### src/rtl/wpuPkg.sv
package wpuPkg;
  // strobes from the window controller to the decision datapath
  typedef struct packed {
    logic cancelled;  // status write in this window already cancelled
    logic abortNow;   // cancel condition first seen this cycle
  } wpuStrobes_t;
endpackage

### src/rtl/wpuCtrl.sv
module wpuCtrl
  import wpuPkg::*;
(
  input  logic        clk,
  input  logic        rstN,
  input  logic        csN,
  input  logic        statusArm,
  input  logic        hwProt,
  output wpuStrobes_t strb
);
  logic csPrev;
  logic cancelQ;
  logic csFall;
  logic setCond;

  assign csFall  = csPrev & ~csN;
  assign setCond = statusArm & ~csN & hwProt;

  always_ff @(posedge clk or negedge rstN) begin
    if (!rstN) begin
      csPrev  <= 1'b1;
      cancelQ <= 1'b0;
    end else begin
      csPrev <= csN;
      if (setCond)     cancelQ <= 1'b1;
      else if (csFall) cancelQ <= 1'b0;
    end
  end

  always_comb begin
    strb.cancelled = cancelQ;
    strb.abortNow  = setCond & ~cancelQ;
  end
endmodule

### src/rtl/wpuData.sv
module wpuData
  import wpuPkg::*;
#(
  parameter int ADDR_W = 8
) (
  input  logic              clk,
  input  logic              rstN,
  input  logic [1:0]        bpCode,
  input  logic              wpenBit,
  input  logic              wpN,
  input  logic              welBit,
  input  logic              reqValid,
  input  logic              reqIsStatus,
  input  logic [ADDR_W-1:0] reqAddr,
  input  wpuStrobes_t       strb,
  output logic              hwProt,
  output logic              grantO,
  output logic              denyO,
  output logic              abortO
);
  localparam int TOP = ADDR_W - 1;

  logic [1:0] topBits;
  logic       inProt;
  logic       statusOk;
  logic       memOk;
  logic       allow;

  assign hwProt  = wpenBit & ~wpN;
  assign topBits = reqAddr[TOP -: 2];

  always_comb begin
    unique case (bpCode)
      2'd0:    inProt = 1'b0;
      2'd1:    inProt = &topBits;
      2'd2:    inProt = topBits[1];
      default: inProt = 1'b1;
    endcase
  end

  assign statusOk = welBit & ~hwProt & ~strb.cancelled & ~strb.abortNow;
  assign memOk    = welBit & ~inProt;
  assign allow    = reqIsStatus ? statusOk : memOk;

  always_ff @(posedge clk or negedge rstN) begin
    if (!rstN) begin
      grantO <= 1'b0;
      denyO  <= 1'b0;
      abortO <= 1'b0;
    end else begin
      grantO <= reqValid & allow;
      denyO  <= reqValid & ~allow;
      abortO <= strb.abortNow;
    end
  end
endmodule

### src/rtl/blockWriteGuard.sv
module blockWriteGuard
  import wpuPkg::*;
#(
  parameter int ADDR_W = 8
) (
  input  logic              clk,
  input  logic              rstN,
  input  logic              csN,
  input  logic              wpN,
  input  logic              statusArm,
  input  logic [1:0]        bpCode,
  input  logic              wpenBit,
  input  logic              welBit,
  input  logic              reqValid,
  input  logic              reqIsStatus,
  input  logic [ADDR_W-1:0] reqAddr,
  output logic              grantO,
  output logic              denyO,
  output logic              abortO
);
  wpuStrobes_t strb;
  logic        hwProt;

  wpuCtrl u_ctrl (
    .clk(clk), .rstN(rstN), .csN(csN), .statusArm(statusArm),
    .hwProt(hwProt), .strb(strb)
  );

  wpuData #(.ADDR_W(ADDR_W)) u_data (
    .clk(clk), .rstN(rstN), .bpCode(bpCode), .wpenBit(wpenBit), .wpN(wpN),
    .welBit(welBit), .reqValid(reqValid), .reqIsStatus(reqIsStatus),
    .reqAddr(reqAddr), .strb(strb), .hwProt(hwProt),
    .grantO(grantO), .denyO(denyO), .abortO(abortO)
  );
endmodule

### config.mk
export PLATFORM = sky130hd
export DESIGN_NAME = blockWriteGuard
export DESIGN_NICKNAME = d
export VERILOG_FILES = /design/src/rtl/wpuPkg.sv /design/src/rtl/wpuCtrl.sv /design/src/rtl/wpuData.sv /design/src/rtl/blockWriteGuard.sv
export SDC_FILE = /design/constraint.sdc
export NUM_CORES = 1
export LEC_CHECK = 0
export BUFFER_PORTS_ARGS = -buffer_cell sky130_fd_sc_hd__buf_2
export CORE_AREA = 2 2 39 41
export CTS_CLUSTER_DIAMETER = 50
export DETAILED_ROUTE_END_ITERATION = 16
export DIE_AREA = 0 0 41 43
export SETUP_SLACK_MARGIN = 0.2
export SYNTH_ARGS = -nofsm -noshare
export SYNTH_HDL_FRONTEND = slang
export SYNTH_SLANG_ARGS = --single-unit
### constraint.sdc
create_clock -name clk -period 0.8 [get_ports clk]
set_input_delay 0.12 -clock clk [delete_from_list [all_inputs] [get_ports clk]]
set_output_delay 0.12 -clock clk [all_outputs]
set_load 0.005 [all_outputs]
Word level (Yosys, flattened, before mapping)

Cells that the tools add are included.

Register bits: 5
Input port bits: 19
Output and inout bits: 3
Word-level logic and storage cells: 32

Eq/ne operators: 2
Muxes and demuxes: 4
Bitwise operators: 18
Reductions and logical operators: 3

Operators with widths:

| cell                                          | number |
|---|---|
| AND 1 bit                                     | 11 |
| inverter 1 bit                                | 7 |
| 2-to-1 mux 1 bit                              | 3 |
| one-hot mux 1 bit (3 select lines)            | 1 |
| == test 2 x 1 -> 1 bit, second input constant | 1 |
| == test 2 bit, second input constant          | 1 |
| zero test 2 bit                               | 1 |
| AND reduction 2 bit                           | 1 |
| nonzero test 2 bit                            | 1 |

Depth between registers and ports, before layout

Gate-level depths: netlist of run 1.

Depth after elaboration: 9
Gate-level depth with buffers: 3
Mapped depth without buffers: 3

By module

A second synthesis of run 1 with hierarchy kept.

Cell total of the unflattened synthesis: 22
Area total of the unflattened synthesis: 256.5 um2

Modules (own cells, without submodules):

| module  | instances | cells each | area each (um2) | sequential area each (um2) |
|---|---|---|---|---|
| wpuData | 1         | 14         | 152.6           | 75.1 |
| wpuCtrl | 1         | 8          | 103.8           | 51.3 |

Least setup slack after synthesis of run 1

Ideal clock, no wire load.

Kind: reg2reg
Start point: reg u_ctrl.csPrev
End point: reg u_ctrl.cancelQ
Setup time: 0.121 ns
Arrival: 0.710 ns
Data required time: 0.679 ns
Setup slack: -0.030 ns
Cell stages (with the launch flop): 4
Buffers on the path: 0
Clock period less this slack: 0.830 ns
Cells stage by stage: dfstp_2 inv_1 o21ai_0 nand2_1

Word-level cells in the longest chain between the ends: 2

Ends and longest elaborated chain:

| element                             | RTL line      | source |
|---|---|---|
| start, declared                     | wpuCtrl.sv:11 | `logic csPrev;` |
| start signal, assigned              | wpuCtrl.sv:24 | `csPrev <= csN;` |
| AND 1 bit                           | wpuCtrl.sv:16 | `assign csFall = csPrev & ~csN;` |
| nonzero test 2 bit (no source line) | -             |  |
| end signal, assigned                | wpuCtrl.sv:22 | `cancelQ <= 1'b0;` |
| end signal, assigned                | wpuCtrl.sv:25 | `if (setCond) cancelQ <= 1'b1;` |
| end signal, assigned                | wpuCtrl.sv:26 | `else if (csFall) cancelQ <= 1'b0;` |
| end, declared                       | wpuCtrl.sv:12 | `logic cancelQ;` |

Every way passes these cells.
A chain may end at the register's enable or synchronous reset.

Worst setup path after layout of run 1

Start point: reg u_ctrl.cancelQ
End point: reg u_data.denyO

Word-level cells in the longest chain between the ends: 7
Elaborated cells between the ends (all ways): 8
Classes of those cells: 1 x mux; 7 x bitwise

Ends and longest elaborated chain:

| element              | RTL line                     | source |
|---|---|---|
| inverter 1 bit *     | wpuCtrl.sv:32, wpuData.sv:41 |  |
| AND 1 bit            | wpuCtrl.sv:32                | `strb.abortNow = setCond & ~cancelQ;` |
| inverter 1 bit       | wpuData.sv:41                | `assign statusOk = welBit & ~hwProt & ~strb.cancelled & ~strb.abortNow;` |
| AND 1 bit *          | wpuData.sv:41                |  |
| 2-to-1 mux 1 bit *   | wpuData.sv:43                | `assign allow = reqIsStatus ? statusOk : memOk;` |
| inverter 1 bit *     | wpuData.sv:52                | `denyO <= reqValid & ~allow;` |
| AND 1 bit *          | wpuData.sv:52                |  |
| end signal, assigned | wpuData.sv:52                |  |
| end, declared        | wpuData.sv:18                | `output logic denyO,` |

Every way passes the cells marked *; elsewhere a longest branch is shown, timed or not.

==> impl_metrics.ini, run 1 <==
[flow_run]
maxCapViolCount = 0

[drt]
top_layer_used = met4
number_of_remaining_drc_errors = 0
detail_route_met2_wl_um = 223
met3_length_um = 38
total_via_count_after_detailed_routing = 228
routedWlPerCell_um = 8.475
routed_wirelength_um = 500
avgViaCountPerCell = 3.864
drtIter0Drc = 0
dr.pass1.iters = 1
final_antenna_net_count = 0
wl_met1_um = 221

[timing]
setup_viol = 4
worst-slew-pin-transition_ns = 0.2489
period_share_pct = 104.5
grt_setup_unrepaired = true
postLayoutSetupSlackWorst_ns = -0.03614
max_freq_mhz = 1196
final-hold-violation-count = 0
clock-skew-final_ns = 0.0001164
relSlewSlack_pct = 83.23
finalCriticalPeriod_ns = 0.8361
finalMaxSlewViolations = 0

[global_route]
grt_pass1_wl_um = 752
grt.total_usage_pct = 6.754
grt_pass1_vias = 220
grt_antenna_before_repair = 0
grt_overflow_total = 0
grt_max_degree = 6

[critical_path]
worst_path_arrival_time_ns = 0.96
cp_max_fo = 3
setup.worst_path.start = u_ctrl.cancelQ$_DFFE_PN0P_
critical_path.cell_chain = nand4b_1, and3_1
reg2reg_slack_ns = -0.04
cp_peak_stage_delay_ns = 0.40
crit_type = reg2reg
worst_path_max_delay_cell = sky130_fd_sc_hd__dfrtp_1
worst_setup_path_start_kind = flop
worst-endpoint-required_ns = 0.93
critPathCaptureType = flop
r2r_start = u_ctrl.cancelQ$_DFFE_PN0P_

[status]
run_status = finished, violations left
failed_checks = setup timing

[logic_synthesis]
seq_area_frac_synth_pct = 55.49
synth.avg_cell_area_um2 = 11.39
postSynthCellCount = 20
synth_warnings = 0
register_bit_total_from_synthesis = 5
synthesis.nets = 39
yosys.cell_types.count = 13
synthesis.area_um2 = 227.7

[floorplanning]
fp.dieArea_um2 = 1763
pin_count = 22
rows = 14
core-area_um2 = 1384
die_height_um = 43
chipWidth_um = 41
start_util_pct = 16.46

[cells_and_area]
ff_latch_area_um2 = 126.4
finalInstanceArea_um2 = 392.9
multi_input_area_um2 = 105.1
nNetsFinal = 63
top_library_cells_by_usage_in_the_layout_fill_and_taps_aside = sky130_fd_sc_hd__buf_2, sky130_fd_sc_hd__dfrtp_1, sky130_fd_sc_hd__clkbuf_4
fillers = 156
antenna_cells_inserted = 0
drive_above_1_share_pct = 65.12
area_delta_synth_final_pct = 72.53
mostFrequentLayoutCell = sky130_fd_sc_hd__buf_2

[placement]
dp_slack_ns = -0.09326
detailed_place.area_um2 = 337.8
gp_congestion = 0.6684
portBuffers = 15

[clock_network]
cts_tree = built
ctsLongestPathBuffers = 2
cts_inserted_buffers = 3
clock_net_sink_count = 5
cts_htree_levels = 1
cts.reportedPaths.clkPinSlew_ns = 0.04
clk-insertion-delay-late_ns = 0.24
clock-root-buffer = sky130_fd_sc_hd__clkbuf_4

[pwr]
total_leakage_power_uw = 0.0002024
power_density_nw_per_um2 = 1741
peakVddDrop_mv = 0.4768

[worst_hold_path]
min-delay-start = csN
holdCritPathClass = in2reg
-- cell type report --
| cell class | instances | share of cell area (%) |
|---|---|---|
| sequential | 5 | 32.17 |
| multi-input combinational | 14 | 26.75 |
| tap | 16 | 5.096 |
| inverter | 1 | 0.9554 |
| timing repair buffer | 19 | 28.34 |
| clock buffer | 4 | 6.688 |
-- layer usage --
layer	track usage [%]	vias to the layer above
li1	-	117
met1	7.818	97
met2	8.750	12
met3	1.571	2
met4	8.000	0
met5	0	-
-- registers in the layout (all words and copies together) (netlist names) --
register and count:
u_ctrl.csPrev 1, u_data.denyO 1, u_data.grantO 1, u_ctrl.cancelQ 1, u_data.abortO 1
-- where the power goes --
part           total [uW]  leakage [uW]  internal (uW)  switching [uW]
combinational         114      0.000124           69.2            45.1
sequential            279     0.0000632            272            7.70
clock                 290     0.0000150            188             102
total                 684      0.000202            529             155
-- logic make-up after synthesis --
family,after synthesis,share of synthesized area (%)
AO/OA/AOI/OAI,3,6.591
buffers and inverters,1,1.647
flip-flops,5,55.50
AND/OR/NAND/NOR,11,36.26
-- through the flow --
step	hold WS, ns	util, %	setup TNS, ns	power (uW)	cells
finish	0.1046	28.39	-0.1052	684.1	59
global route	0.1016	28.39	-0.2981	731.6	59
CTS	0.09281	28.12	-0.1360	693.4	59
detailed placement	-0.06311	24.41	-0.2583	375.1	53
global placement	-0.06479	24.41	-0.1812	373.0	53
floorplan	-0.1756	-	0	316.6	20
-- worst paths after layout --
check                                             end  cells after the start
setup / recovery               u_data.denyO$_DFF_PN0_                      2
hold / removal                u_ctrl.csPrev$_DFF_PN1_                      2
setup reg to reg               u_data.denyO$_DFF_PN0_                      2
hold reg to reg            u_ctrl.cancelQ$_DFFE_PN0P_                      3
max in group asynchronous     u_ctrl.csPrev$_DFF_PN1_                      2
min in group asynchronous  u_ctrl.cancelQ$_DFFE_PN0P_                      2
-- cells in the mapped netlist --
library cell	number	area share, %
sky130_fd_sc_hd__a21oi_1	1	2.2
sky130_fd_sc_hd__dfstp_2	1	12
sky130_fd_sc_hd__nand3_1	1	2.2
sky130_fd_sc_hd__nand2_1	2	3.3
sky130_fd_sc_hd__inv_1	1	1.6
sky130_fd_sc_hd__dfrtp_1	4	44
sky130_fd_sc_hd__nor2_2	1	2.7
sky130_fd_sc_hd__and3_1	1	2.7
sky130_fd_sc_hd__or3b_4	1	4.9
sky130_fd_sc_hd__nand3b_1	2	6.6
sky130_fd_sc_hd__nand2b_4	1	6.0
sky130_fd_sc_hd__o21ai_0	2	4.4
sky130_fd_sc_hd__nand4b_1	2	7.7
-- critical path, delay by kind of cell, from the launching register on --
| family | cells | cell delay [ns] |
|---|---|---|
| DFF | 1 | 0.40 |
| and+or+nand+nor | 2 | 0.32 |
-- repair_timing --
| item | CTS | global route |
|---|---|---|
| resized for setup | 2 | 2 |
| hold buffers | 1 | 0 |
| hold endpoints to repair | 5 | 0 |
| buffers inserted | 1 | 0 |
| endpoints found under the setup margin | 7 | 7 |
No activity file was read; power rests on OpenSTA's default activity.
==> inputs of run 2 (changes only) <==
==> constraint.sdc (replaced) <==
create_clock -name clk -period 0.8 [get_ports clk]
set_input_delay 0.12 -clock clk [delete_from_list [all_inputs] [get_ports clk]]
set_output_delay 0.12 -clock clk [all_outputs]
set_load 0.01 [all_outputs]
==> impl_metrics.ini, run 2 (synthesized netlist as in run 1, its figures left out) <==
[cells_and_area]
antenna_cells_inserted = 0
nNetsFinal = 63
top_library_cells_by_usage_in_the_layout_fill_and_taps_aside = sky130_fd_sc_hd__buf_2, sky130_fd_sc_hd__dfrtp_1, sky130_fd_sc_hd__clkbuf_4, sky130_fd_sc_hd__buf_6
drive_above_1_share_pct = 65.12
area_delta_synth_final_pct = 78.02
mostFrequentLayoutCell = sky130_fd_sc_hd__buf_2
finalInstanceArea_um2 = 405.4

[critical_path]
worst_path_dominant_cell_family = flip-flops
cp_max_fo = 1
worst_setup_path_start_kind = flop
critical_path_buf_inv_count = 1
cp_peak_stage_delay_ns = 0.36
critPathCaptureType = primary output
worst_path_arrival_time_ns = 0.72
crit_type = reg2out
worst_path_max_delay_cell = sky130_fd_sc_hd__dfrtp_1
critical_path.cell_chain = buf_6
worst-endpoint-required_ns = 0.68

[global_route]
grt.total_usage_pct = 6.754
grt_antenna_before_repair = 0
grt_pass1_vias = 220
grt_max_degree = 6
grt_overflow_total = 0
grt_pass1_wl_um = 752

[floorplanning]
start_util_pct = 16.46
chipWidth_um = 41
core-area_um2 = 1384
rows = 14
pin_count = 22
die_height_um = 43
fp.dieArea_um2 = 1763

[timing]
clock-skew-final_ns = 0.0001164
finalCriticalPeriod_ns = 0.8400
period_share_pct = 105.0
worst-slew-pin-transition_ns = 0.2489
grt_setup_unrepaired = true
postLayoutSetupSlackWorst_ns = -0.04001
setup_viol = 4
final-hold-violation-count = 0
finalMaxSlewViolations = 0
relSlewSlack_pct = 83.23
max_freq_mhz = 1190

[drt]
total_via_count_after_detailed_routing = 228
routedWlPerCell_um = 8.441
dr.pass1.iters = 1
number_of_remaining_drc_errors = 0
final_antenna_net_count = 0
routed_wirelength_um = 498
avgViaCountPerCell = 3.864
drtIter0Drc = 0

[clock_network]
clock-root-buffer = sky130_fd_sc_hd__clkbuf_4
clk-insertion-delay-late_ns = 0.24
cts_tree = built
cts_inserted_buffers = 3
cts.reportedPaths.clkPinSlew_ns = 0.04
ctsLongestPathBuffers = 2
clock_net_sink_count = 5
cts_htree_levels = 1

[pwr]
power_density_nw_per_um2 = 1714
peakVddDrop_mv = 0.4769
total_leakage_power_uw = 0.0002048

[placement]
portBuffers = 15
detailed_place.area_um2 = 337.8
gp_congestion = 0.6684
dp_slack_ns = -0.09326

[status]
failed_checks = setup timing
run_status = finished, violations left

[worst_hold_path]
holdCritPathClass = in2reg

[flow_run]
maxCapViolCount = 0
run 2: cell counts in the layout (fill, tap and decap cells not counted):
No cell type changed its count.
run 2: report_power, final:
| group | switching [uW] | internal, uW | leakage [uW] | total (uW) |
|---|---|---|---|---|
| clock | 102 | 188 | 0.0000150 | 290 |
| combinational | 48.1 | 75.5 | 0.000127 | 124 |
| sequential | 8.99 | 272 | 0.0000632 | 281 |
run 2: what timing repair did:
| item | 4_1_cts | 5_1_grt |
|---|---|---|
| hold buffers | 1 | 0 |
| gates resized for setup | 2 | 4 |
| setup endpoints to repair | 7 | 7 |
| hold endpoints to repair | 5 | 0 |
| buffers inserted | 1 | 0 |
run 2: final timing paths:
| path | startpoint | depth (start not counted) | slack [ns] | end |
|---|---|---|---|---|
| setup / recovery | u_data.denyO$_DFF_PN0_ | 1 | -0.04 | denyO |
| setup reg to reg | u_ctrl.cancelQ$_DFFE_PN0P_ | 2 | -0.04 | u_data.denyO$_DFF_PN0_ |
| hold / removal | csN | 2 | 0.10 | u_ctrl.csPrev$_DFF_PN1_ |
| min in group asynchronous | rstN | 2 | 0.22 | u_ctrl.cancelQ$_DFFE_PN0P_ |
| max in group asynchronous | rstN | 2 | 0.37 | u_ctrl.csPrev$_DFF_PN1_ |
| hold reg to reg | u_ctrl.csPrev$_DFF_PN1_ | 3 | 0.51 | u_ctrl.cancelQ$_DFFE_PN0P_ |
run 2: per-layer routing:
layer	GRT usage, %	vias to the layer above	part of all wire [%]
met3	1.571	2	8.6
li1	-	117	-
met1	7.818	97	43
met5	0	-	0
met4	8.000	0	3.4
met2	8.750	12	45
run 2: layout make-up:
class | instances | area, um2
Timing Repair Buffer | 19 | 123.9
Inverter | 1 | 3.754
Fill cell | 156 | 978.4
Tap cell | 16 | 20.02
Clock buffer | 4 | 26.28
Sequential cell | 5 | 126.4
Multi-Input combinational cell | 14 | 105.1
run 2: per-stage QoR:
stage	hold slack [ns]	power, uW	setup TNS [ns]	utilization, %	std cells
finish	0.1046	694.8	-0.1499	29.29	59
global route	0.1016	742.6	-0.3256	29.29	59
CTS	0.09281	696.7	-0.1740	28.12	59
detailed placement	-0.06311	378.5	-0.2583	24.41	53
global placement	-0.06479	376.3	-0.1812	24.41	53
floorplan	-0.1756	319.9	0	-	20
